===== config.mk =====
export PLATFORM = sky130hd
export DESIGN_NAME = ctx_presenter
export DESIGN_NICKNAME = d
export VERILOG_FILES = /design/src/rtl/ctx_pkg.sv /design/src/rtl/ctx_ring_regs.sv /design/src/rtl/ctx_cam_match.sv /design/src/rtl/ctx_exc_eval.sv /design/src/rtl/ctx_presenter.sv
export SDC_FILE = /design/constraint.sdc
export NUM_CORES = 2
export LEC_CHECK = 0
export BUFFER_PORTS_ARGS = -buffer_cell sky130_fd_sc_hd__buf_2
export CAP_MARGIN = 20
export CORE_UTILIZATION = 55
export DETAILED_ROUTE_END_ITERATION = 7
export PLACE_DENSITY_LB_ADDON = 0.2
export SKIP_CTS_REPAIR_TIMING = 1
export SLEW_MARGIN = 20
export SYNTH_ARGS = -nofsm -noshare
export SYNTH_HDL_FRONTEND = slang
export SYNTH_SLANG_ARGS = --single-unit

===== constraint.sdc =====
create_clock -name clk -period 5.2 [get_ports clk]
set_input_delay 1.04 -clock clk [delete_from_list [all_inputs] [get_ports clk]]
set_output_delay 1.04 -clock clk [all_outputs]
set_load 0.005 [all_outputs]

===== src/rtl/ctx_pkg.sv =====
// Shared constants, encodings and helpers for the thread context presenter.
// Assumes 8 priority levels and a 24-bit CAM line.
package ctx_pkg;
    localparam int NUM_RINGS    = 4;
    localparam int RING_W       = 2;
    localparam int PRIO_LVLS    = 8;
    localparam int PRIO_W       = $clog2(PRIO_LVLS);
    localparam int CAM_W        = 24;
    localparam int CHIP_W       = CAM_W - 19;
    localparam int WORD_W       = 32;
    localparam int VALID_BIT    = 31;
    localparam logic [7:0] PIPR_NONE = 8'hFF;

    typedef enum logic [1:0] {
        OP_READ  = 2'd0,
        OP_WRITE = 2'd1,
        OP_PULL  = 2'd2,
        OP_NONE  = 2'd3
    } acc_op_e;

    typedef enum logic [1:0] {
        FLD_PEND = 2'd0,
        FLD_PIPR = 2'd1,
        FLD_CPPR = 2'd2,
        FLD_CAM  = 2'd3
    } acc_fld_e;

    // Index of the lowest set bit, or PIPR_NONE for an empty buffer.
    function automatic logic [7:0] pipr_of(input logic [PRIO_LVLS-1:0] pend);
        logic [7:0] r;
        r = PIPR_NONE;
        for (int i = PRIO_LVLS - 1; i >= 0; i--) begin
            if (pend[i]) r = 8'(i);
        end
        return r;
    endfunction
endpackage


===== src/rtl/ctx_ring_regs.sv =====
// One register ring of one thread: pending buffer, CPPR, CAM line and valid.
// Assumes the caller never asserts more than one of wr_cam and pull at once.
// For the physical ring, the CAM value is the fixed parameter FIXED_CAM.
module ctx_ring_regs
    import ctx_pkg::*;
#(
    parameter bit               IS_PHYS   = 1'b0,
    parameter logic [CAM_W-1:0] FIXED_CAM = '0
) (
    input  logic                 clk,
    input  logic                 rst_n,
    input  logic                 wr_pend,
    input  logic                 wr_cppr,
    input  logic                 wr_cam,
    input  logic                 pull,
    input  logic [7:0]           wr_byte,
    input  logic                 wr_valid,
    input  logic [CAM_W-1:0]     wr_cam_val,
    input  logic                 set_pend,
    input  logic [PRIO_W-1:0]    set_prio,
    output logic [PRIO_LVLS-1:0] pend_o,
    output logic [7:0]           pipr_o,
    output logic [7:0]           cppr_o,
    output logic [CAM_W-1:0]     cam_o,
    output logic                 valid_o
);
    logic [PRIO_LVLS-1:0] pend_q, pend_d, set_mask;
    logic [7:0]           cppr_q;
    logic [CAM_W-1:0]     cam_q;
    logic                 valid_q;

    // Delivery mask for the priority being marked.
    always_comb set_mask = set_pend ? (PRIO_LVLS'(1) << set_prio) : '0;

    // Next buffer: software write first, then the delivery bit on top.
    always_comb pend_d = (wr_pend ? wr_byte[PRIO_LVLS-1:0] : pend_q) | set_mask;

    // Pending buffer register.
    always_ff @(posedge clk) begin
        if (!rst_n) pend_q <= '0;
        else        pend_q <= pend_d;
    end

    // Current processor priority register.
    always_ff @(posedge clk) begin
        if (!rst_n)       cppr_q <= '0;
        else if (wr_cppr) cppr_q <= wr_byte;
    end

    // CAM valid: written by software, cleared by a pull.
    always_ff @(posedge clk) begin
        if (!rst_n)      valid_q <= IS_PHYS;
        else if (pull)   valid_q <= 1'b0;
        else if (wr_cam) valid_q <= wr_valid;
    end

    // Software CAM value (not used by the physical ring).
    always_ff @(posedge clk) begin
        if (!rst_n)      cam_q <= '0;
        else if (wr_cam) cam_q <= wr_cam_val;
    end

    // Outputs; pending priority is purely derived.
    always_comb begin
        pend_o  = pend_q;
        pipr_o  = pipr_of(pend_q);
        cppr_o  = cppr_q;
        cam_o   = IS_PHYS ? FIXED_CAM : cam_q;
        valid_o = valid_q;
    end
endmodule


===== src/rtl/ctx_cam_match.sv =====
// Presenter scan: compares a target with every valid CAM line.
// Lowest thread wins, then lowest ring within that thread.
module ctx_cam_match
    import ctx_pkg::*;
#(
    parameter int NUM_THREADS = 4,
    localparam int TID_W      = $clog2(NUM_THREADS)
) (
    input  logic [NUM_THREADS-1:0][NUM_RINGS-1:0][CAM_W-1:0] cams,
    input  logic [NUM_THREADS-1:0][NUM_RINGS-1:0]            valids,
    input  logic [CAM_W-1:0]                                 target,
    output logic                                             hit,
    output logic [TID_W-1:0]                                 hit_thread,
    output logic [RING_W-1:0]                                hit_ring
);
    // Scan from the highest index down so the lowest match is kept last.
    always_comb begin
        hit        = 1'b0;
        hit_thread = '0;
        hit_ring   = '0;
        for (int t = NUM_THREADS - 1; t >= 0; t--) begin
            for (int r = NUM_RINGS - 1; r >= 0; r--) begin
                if (valids[t][r] && cams[t][r] == target) begin
                    hit        = 1'b1;
                    hit_thread = TID_W'(t);
                    hit_ring   = RING_W'(r);
                end
            end
        end
    end
endmodule


===== src/rtl/ctx_exc_eval.sv =====
// Per-thread exception: any ring with pending priority below its CPPR.
module ctx_exc_eval
    import ctx_pkg::*;
(
    input  logic [NUM_RINGS-1:0][7:0] pipr,
    input  logic [NUM_RINGS-1:0][7:0] cppr,
    output logic                      exc
);
    // Reduce the ring comparisons to one exception line.
    always_comb begin
        exc = 1'b0;
        for (int r = 0; r < NUM_RINGS; r++) begin
            if (pipr[r] < cppr[r]) exc = 1'b1;
        end
    end
endmodule


===== src/rtl/ctx_presenter.sv =====
// Interrupt thread context presenter: per-thread rings, register access with
// pull, presenter CAM scan on delivery and per-thread exception outputs.
// Assumes NUM_THREADS is a power of two between 2 and 128.
module ctx_presenter
    import ctx_pkg::*;
#(
    parameter int              NUM_THREADS = 4,
    parameter logic [CHIP_W-1:0] CHIP_ID   = 5'd3,
    localparam int             TID_W       = $clog2(NUM_THREADS)
) (
    input  logic                   clk,
    input  logic                   rst_n,
    input  logic                   acc_en,
    input  logic [1:0]             acc_op,
    input  logic [TID_W-1:0]       acc_thread,
    input  logic [RING_W-1:0]      acc_ring,
    input  logic [1:0]             acc_field,
    input  logic [WORD_W-1:0]      acc_wdata,
    output logic [WORD_W-1:0]      acc_rdata,
    output logic                   acc_rvalid,
    input  logic                   dlv_en,
    input  logic [CAM_W-1:0]       dlv_target,
    input  logic [PRIO_W-1:0]      dlv_prio,
    output logic                   dlv_miss,
    output logic [NUM_THREADS-1:0] exc_out
);
    logic [NUM_THREADS-1:0][NUM_RINGS-1:0][PRIO_LVLS-1:0] pend_a;
    logic [NUM_THREADS-1:0][NUM_RINGS-1:0][7:0]           pipr_a, cppr_a;
    logic [NUM_THREADS-1:0][NUM_RINGS-1:0][CAM_W-1:0]     cam_a;
    logic [NUM_THREADS-1:0][NUM_RINGS-1:0]                vld_a;
    logic              hit;
    logic [TID_W-1:0]  hit_thread;
    logic [RING_W-1:0] hit_ring;
    logic              is_wr, is_pull, is_rd;
    logic              wdata_unused;
    logic [WORD_W-1:0] rd_word;

    // Operation decode shared by all rings.
    always_comb begin
        is_wr   = acc_en && acc_op == OP_WRITE;
        is_pull = acc_en && acc_op == OP_PULL;
        is_rd   = acc_en && acc_op == OP_READ;
    end

    assign wdata_unused = ^acc_wdata[VALID_BIT-1:CAM_W];

    // Presenter scan over all CAM lines.
    ctx_cam_match #(.NUM_THREADS(NUM_THREADS)) u_match (
        .cams       (cam_a),
        .valids     (vld_a),
        .target     (dlv_target),
        .hit        (hit),
        .hit_thread (hit_thread),
        .hit_ring   (hit_ring)
    );

    for (genvar t = 0; t < NUM_THREADS; t++) begin : g_thr
        for (genvar r = 0; r < NUM_RINGS; r++) begin : g_ring
            logic sel, deliver_here;
            // Ring select and delivery steering.
            always_comb begin
                sel          = acc_thread == TID_W'(t) && acc_ring == RING_W'(r);
                deliver_here = dlv_en && hit && hit_thread == TID_W'(t)
                               && hit_ring == RING_W'(r);
            end
            ctx_ring_regs #(
                .IS_PHYS   (r == 0),
                .FIXED_CAM ({CHIP_ID, 8'h00, 4'b0001, 7'(t)})
            ) u_ring (
                .clk        (clk),
                .rst_n      (rst_n),
                .wr_pend    (is_wr && sel && acc_field == FLD_PEND),
                .wr_cppr    (is_wr && sel && acc_field == FLD_CPPR),
                .wr_cam     (is_wr && sel && acc_field == FLD_CAM),
                .pull       (is_pull && sel),
                .wr_byte    (acc_wdata[7:0]),
                .wr_valid   (acc_wdata[VALID_BIT]),
                .wr_cam_val (acc_wdata[CAM_W-1:0]),
                .set_pend   (deliver_here),
                .set_prio   (dlv_prio),
                .pend_o     (pend_a[t][r]),
                .pipr_o     (pipr_a[t][r]),
                .cppr_o     (cppr_a[t][r]),
                .cam_o      (cam_a[t][r]),
                .valid_o    (vld_a[t][r])
            );
        end
        ctx_exc_eval u_exc (
            .pipr (pipr_a[t]),
            .cppr (cppr_a[t]),
            .exc  (exc_out[t])
        );
    end

    // Read data selection for the addressed ring.
    always_comb begin
        if (is_pull || acc_field == FLD_CAM) begin
            rd_word = '0;
            rd_word[VALID_BIT]   = vld_a[acc_thread][acc_ring];
            rd_word[CAM_W-1:0]   = cam_a[acc_thread][acc_ring];
        end else begin
            unique case (acc_field)
                FLD_PEND: rd_word = WORD_W'(pend_a[acc_thread][acc_ring]);
                FLD_PIPR: rd_word = WORD_W'(pipr_a[acc_thread][acc_ring]);
                default:  rd_word = WORD_W'(cppr_a[acc_thread][acc_ring]);
            endcase
        end
    end

    // Registered read port.
    always_ff @(posedge clk) begin
        if (!rst_n) begin
            acc_rdata  <= '0;
            acc_rvalid <= 1'b0;
        end else begin
            acc_rvalid <= is_rd || is_pull;
            if (is_rd || is_pull) acc_rdata <= rd_word;
        end
    end

    // Registered no-match pulse.
    always_ff @(posedge clk) begin
        if (!rst_n) dlv_miss <= 1'b0;
        else        dlv_miss <= dlv_en && !hit;
    end
endmodule


==> summary.txt <==
Outcome
  • Status: complete, no violations

Critical path
  • CP peak stage delay: 0.51 ns
  • Worst path slowest cell: a2111oi_0
  • Crit Path Class: register to output port
  • Most frequent CP cell: nor3_1
  • CP Launch Type: register
  • CP Max Fanout: 4
  • CP bufs+invs: 2
  • CP required: 4.16 ns
  • CP delay by family, top: compound AO/OA/AOI/OAI gates
  • Worst Setup End Kind: output port
  • Critical path data arrival time: 3.78 ns
  • Critical path cell sequence: nor2_1, nor3_1, nor3_1, ha_1, a21o_1, a2111oi_0, nor3_1, a2111oi_0, buf_4, or4_1, buf_2

Clocking
  • Clock edge transition at the registers on the reported setup and hold paths: 0.06 ns
  • Clk_lat worst skew: 0.63 ns
  • Num CTS Buffers: 68
  • Sink Count: 587
  • Clock tree root buffer cell: clkbuf_16
  • CTS tree: done
  • Max Buffers Root-to-Sink: 3
  • H-tree levels: 3

Final layout
  • Layout cell share with drive strength beyond 1: 0.145
  • Area Overhead vs Synth: 9.30%
  • Final Instance Area: 37600 sq um
  • Most frequent cells in the layout: nand2_1 (803), dfxtp_1 (587), a21oi_1 (417)
  • Most common cell after layout, fill and taps aside: nand2_1
  • Final #Nets: 4159
  • Fin util: 0.609
  • Fillcell total: 5573

Routing
  • Routed WL per cell: 26.1 um
  • First-iteration detailed-routing DRC count: 4454
  • Drt first pass iters: 7
  • WL final: 127 mm
  • Routed via count: 31.5k
  • Drt drc: 0
  • Vias per cell: 6.49
  • Final ANT Viol Nets: 0

Floorplan
  • IO Count: 109
  • Initial Util: 0.558
  • Core area: 61700 sq um
  • Die area: 63600 sq um
  • DIE WIDTH: 252 um
  • Row cnt: 91
  • Die Height: 252 um

Power
  • Pleak: 13.1 nW
  • Pwr Density: 270 nW/um^2
  • Maximum vdd drop: 0.236 mV

Logic synthesis
  • EDFF count, synth: 0
  • Cell Area, Synth: 34400 sq um
  • Number of synthesized register bits: 587
  • Synth unique cells: 79
  • Async SR Flop Fraction: 0
  • Yosys warnings: 0
  • Ys flop type: dfxtp_1
  • Cells after Synth: 4044
  • Seq/Total Area, Yosys: 0.342
  • Post-Syn Area per Cell: 8.51 sq um

GRT
  • Global route overflow: 0
  • Wire length of the first global-routing pass: 188 mm
  • Initial antenna violation count: 5
  • Vias in the first global route: 29.4k
  • Largest net degree at the start of global routing: 140
  • Tot GR Track Use: 0.396

STA
  • Worst rel slew slack: 0.177
  • Min Tclk post-route: 4.82 ns
  • Final max-slew violation count: 0
  • Setup violators final: 0
  • Final hold viol count: 0
  • Clock Skews: 0.0374 ns
  • Setup TNS: 0 ns
  • Max Fclk: 207 MHz
  • Final period util: 0.928
  • RSZ-0062 raised after global routing: false
  • Worst-margin pin slew: 1.23 ns

Placed design
  • Port Buffers: 94
  • Placer congestion estimate: 1.01
  • Placed cell area: 35400 sq um
  • HPWL after DPL: 89.0 mm

Hold path
  • Hold crit path type: register to register

Flow run
  • Max cap viols: 0
==> final timing paths <==
| path | from | end | depth (start not counted) | slack, ns |
|---|---|---|---|---|
| setup / recovery | g_thr[3].g_ring[2].u_ring.pend_o[5] | exc_out[3] | 11 | 0.38 |
| hold reg to reg | acc_rdata[2] | acc_rdata[2] | 2 | 0.46 |
| hold / removal | acc_rdata[2] | acc_rdata[2] | 2 | 0.46 |
| setup reg to reg | g_thr[2].g_ring[3].u_ring.pend_o[3] | acc_rdata[7] | 9 | 1.52 |
==> worst register-to-register path, cell delays in order (launching register included) <==
cell       delay, ns
dfxtp_1         0.36
nor4_1          0.89
nand2_1         0.35
a2111oi_0       0.67
nand4_1         0.19
nor2_1          0.31
a21oi_1         0.16
o21ai_0         0.37
a21oi_1         0.17
a21oi_1         0.16
==> final cells by class <==
class | instances | area (sq um) | share of cell area
repair buffers | 191 | 1280 | 0.0340
well taps | 837 | 1050 | 0.0278
clock buffers | 100 | 2010 | 0.0535
inverters | 144 | 548 | 0.0146
flip-flops and latches | 587 | 11800 | 0.312
diodes | 1 | 2.50 | 0.0000665
multi-input cells | 2984 | 20800 | 0.552
clock inverters | 20 | 213 | 0.00566
==> sequential cells by signal (all words and copies together), names as in the netlist <==
name / flops
g_thr.g_ring.u_ring.cam_o: 288
g_thr.g_ring.u_ring.valid_o: 16
acc_rdata: 25
g_thr.g_ring.u_ring.cppr_o: 128
dlv_miss: 1
acc_rvalid: 1
g_thr.g_ring.u_ring.pend_o: 128
==> per-layer routing <==
layer	part of all wire	global-route usage	vias up	wire length, um
met2	0.42	0.569	2012	53700
met1	0.41	0.569	15205	51700
met5	0.00031	0	-	40
met4	0.038	0.156	6	4790
li1	-	-	14022	-
met3	0.13	0.0933	301	16900
==> per-stage QoR <==
| stage | power [mW] | setup slack, ns | hold slack [ns] | instances |
|---|---|---|---|---|
| 2_1_floorplan | 5.11 | 1.56 | 0.443 | 4050 |
| 3_3_place_gp | 5.36 | 0.806 | 0.444 | 4742 |
| 3_5_place_dp | 5.36 | 0.763 | 0.457 | 4743 |
| 4_1_cts | 10.1 | 0.525 | 0.466 | 4863 |
| 5_1_grt | 10.4 | 0.241 | 0.487 | 4864 |
| 6_report | 10.1 | 0.376 | 0.465 | 4864 |
==> report_power, final <==
| part | switching [mW] | total (mW) | internal (mW) | leakage [nW] |
|---|---|---|---|---|
| Combinational | 0.562 | 0.778 | 0.216 | 7.28 |
| Sequential | 0.00827 | 4.51 | 4.51 | 4.73 |
| Clock | 2.02 | 4.85 | 2.84 | 1.11 |
| Total | 2.59 | 10.1 | 7.56 | 13.1 |
==> cells by family after synthesis <==
family,Yosys count,synth area share
simple gates,1413,0.180
compound gates,788,0.137
flops,587,0.342
buf+inv,479,0.0575
mux,377,0.170
xor+xnor,287,0.0733
fa+ha+maj,112,0.0407
other cells,1,0.000109
==> Yosys cell counts, drive strengths merged, types with 56 or more instances <==
master / instances / share of area
inv: 144 / 0.016
nand3: 91 / 0.013
ha: 112 / 0.041
mux4: 158 / 0.10
clkbuf: 250 / 0.027
a21oi: 418 / 0.061
o21ai: 72 / 0.010
xor2: 99 / 0.025
nor4: 56 / 0.011
xnor2: 188 / 0.048
nor3: 68 / 0.010
mux2: 70 / 0.023
buf: 85 / 0.015
nand4: 65 / 0.012
nor2: 211 / 0.023
nand2: 804 / 0.088
mux2i: 149 / 0.043
o22ai: 86 / 0.017
dfxtp: 587 / 0.34
No activity file was read; power rests on OpenSTA's default activity.
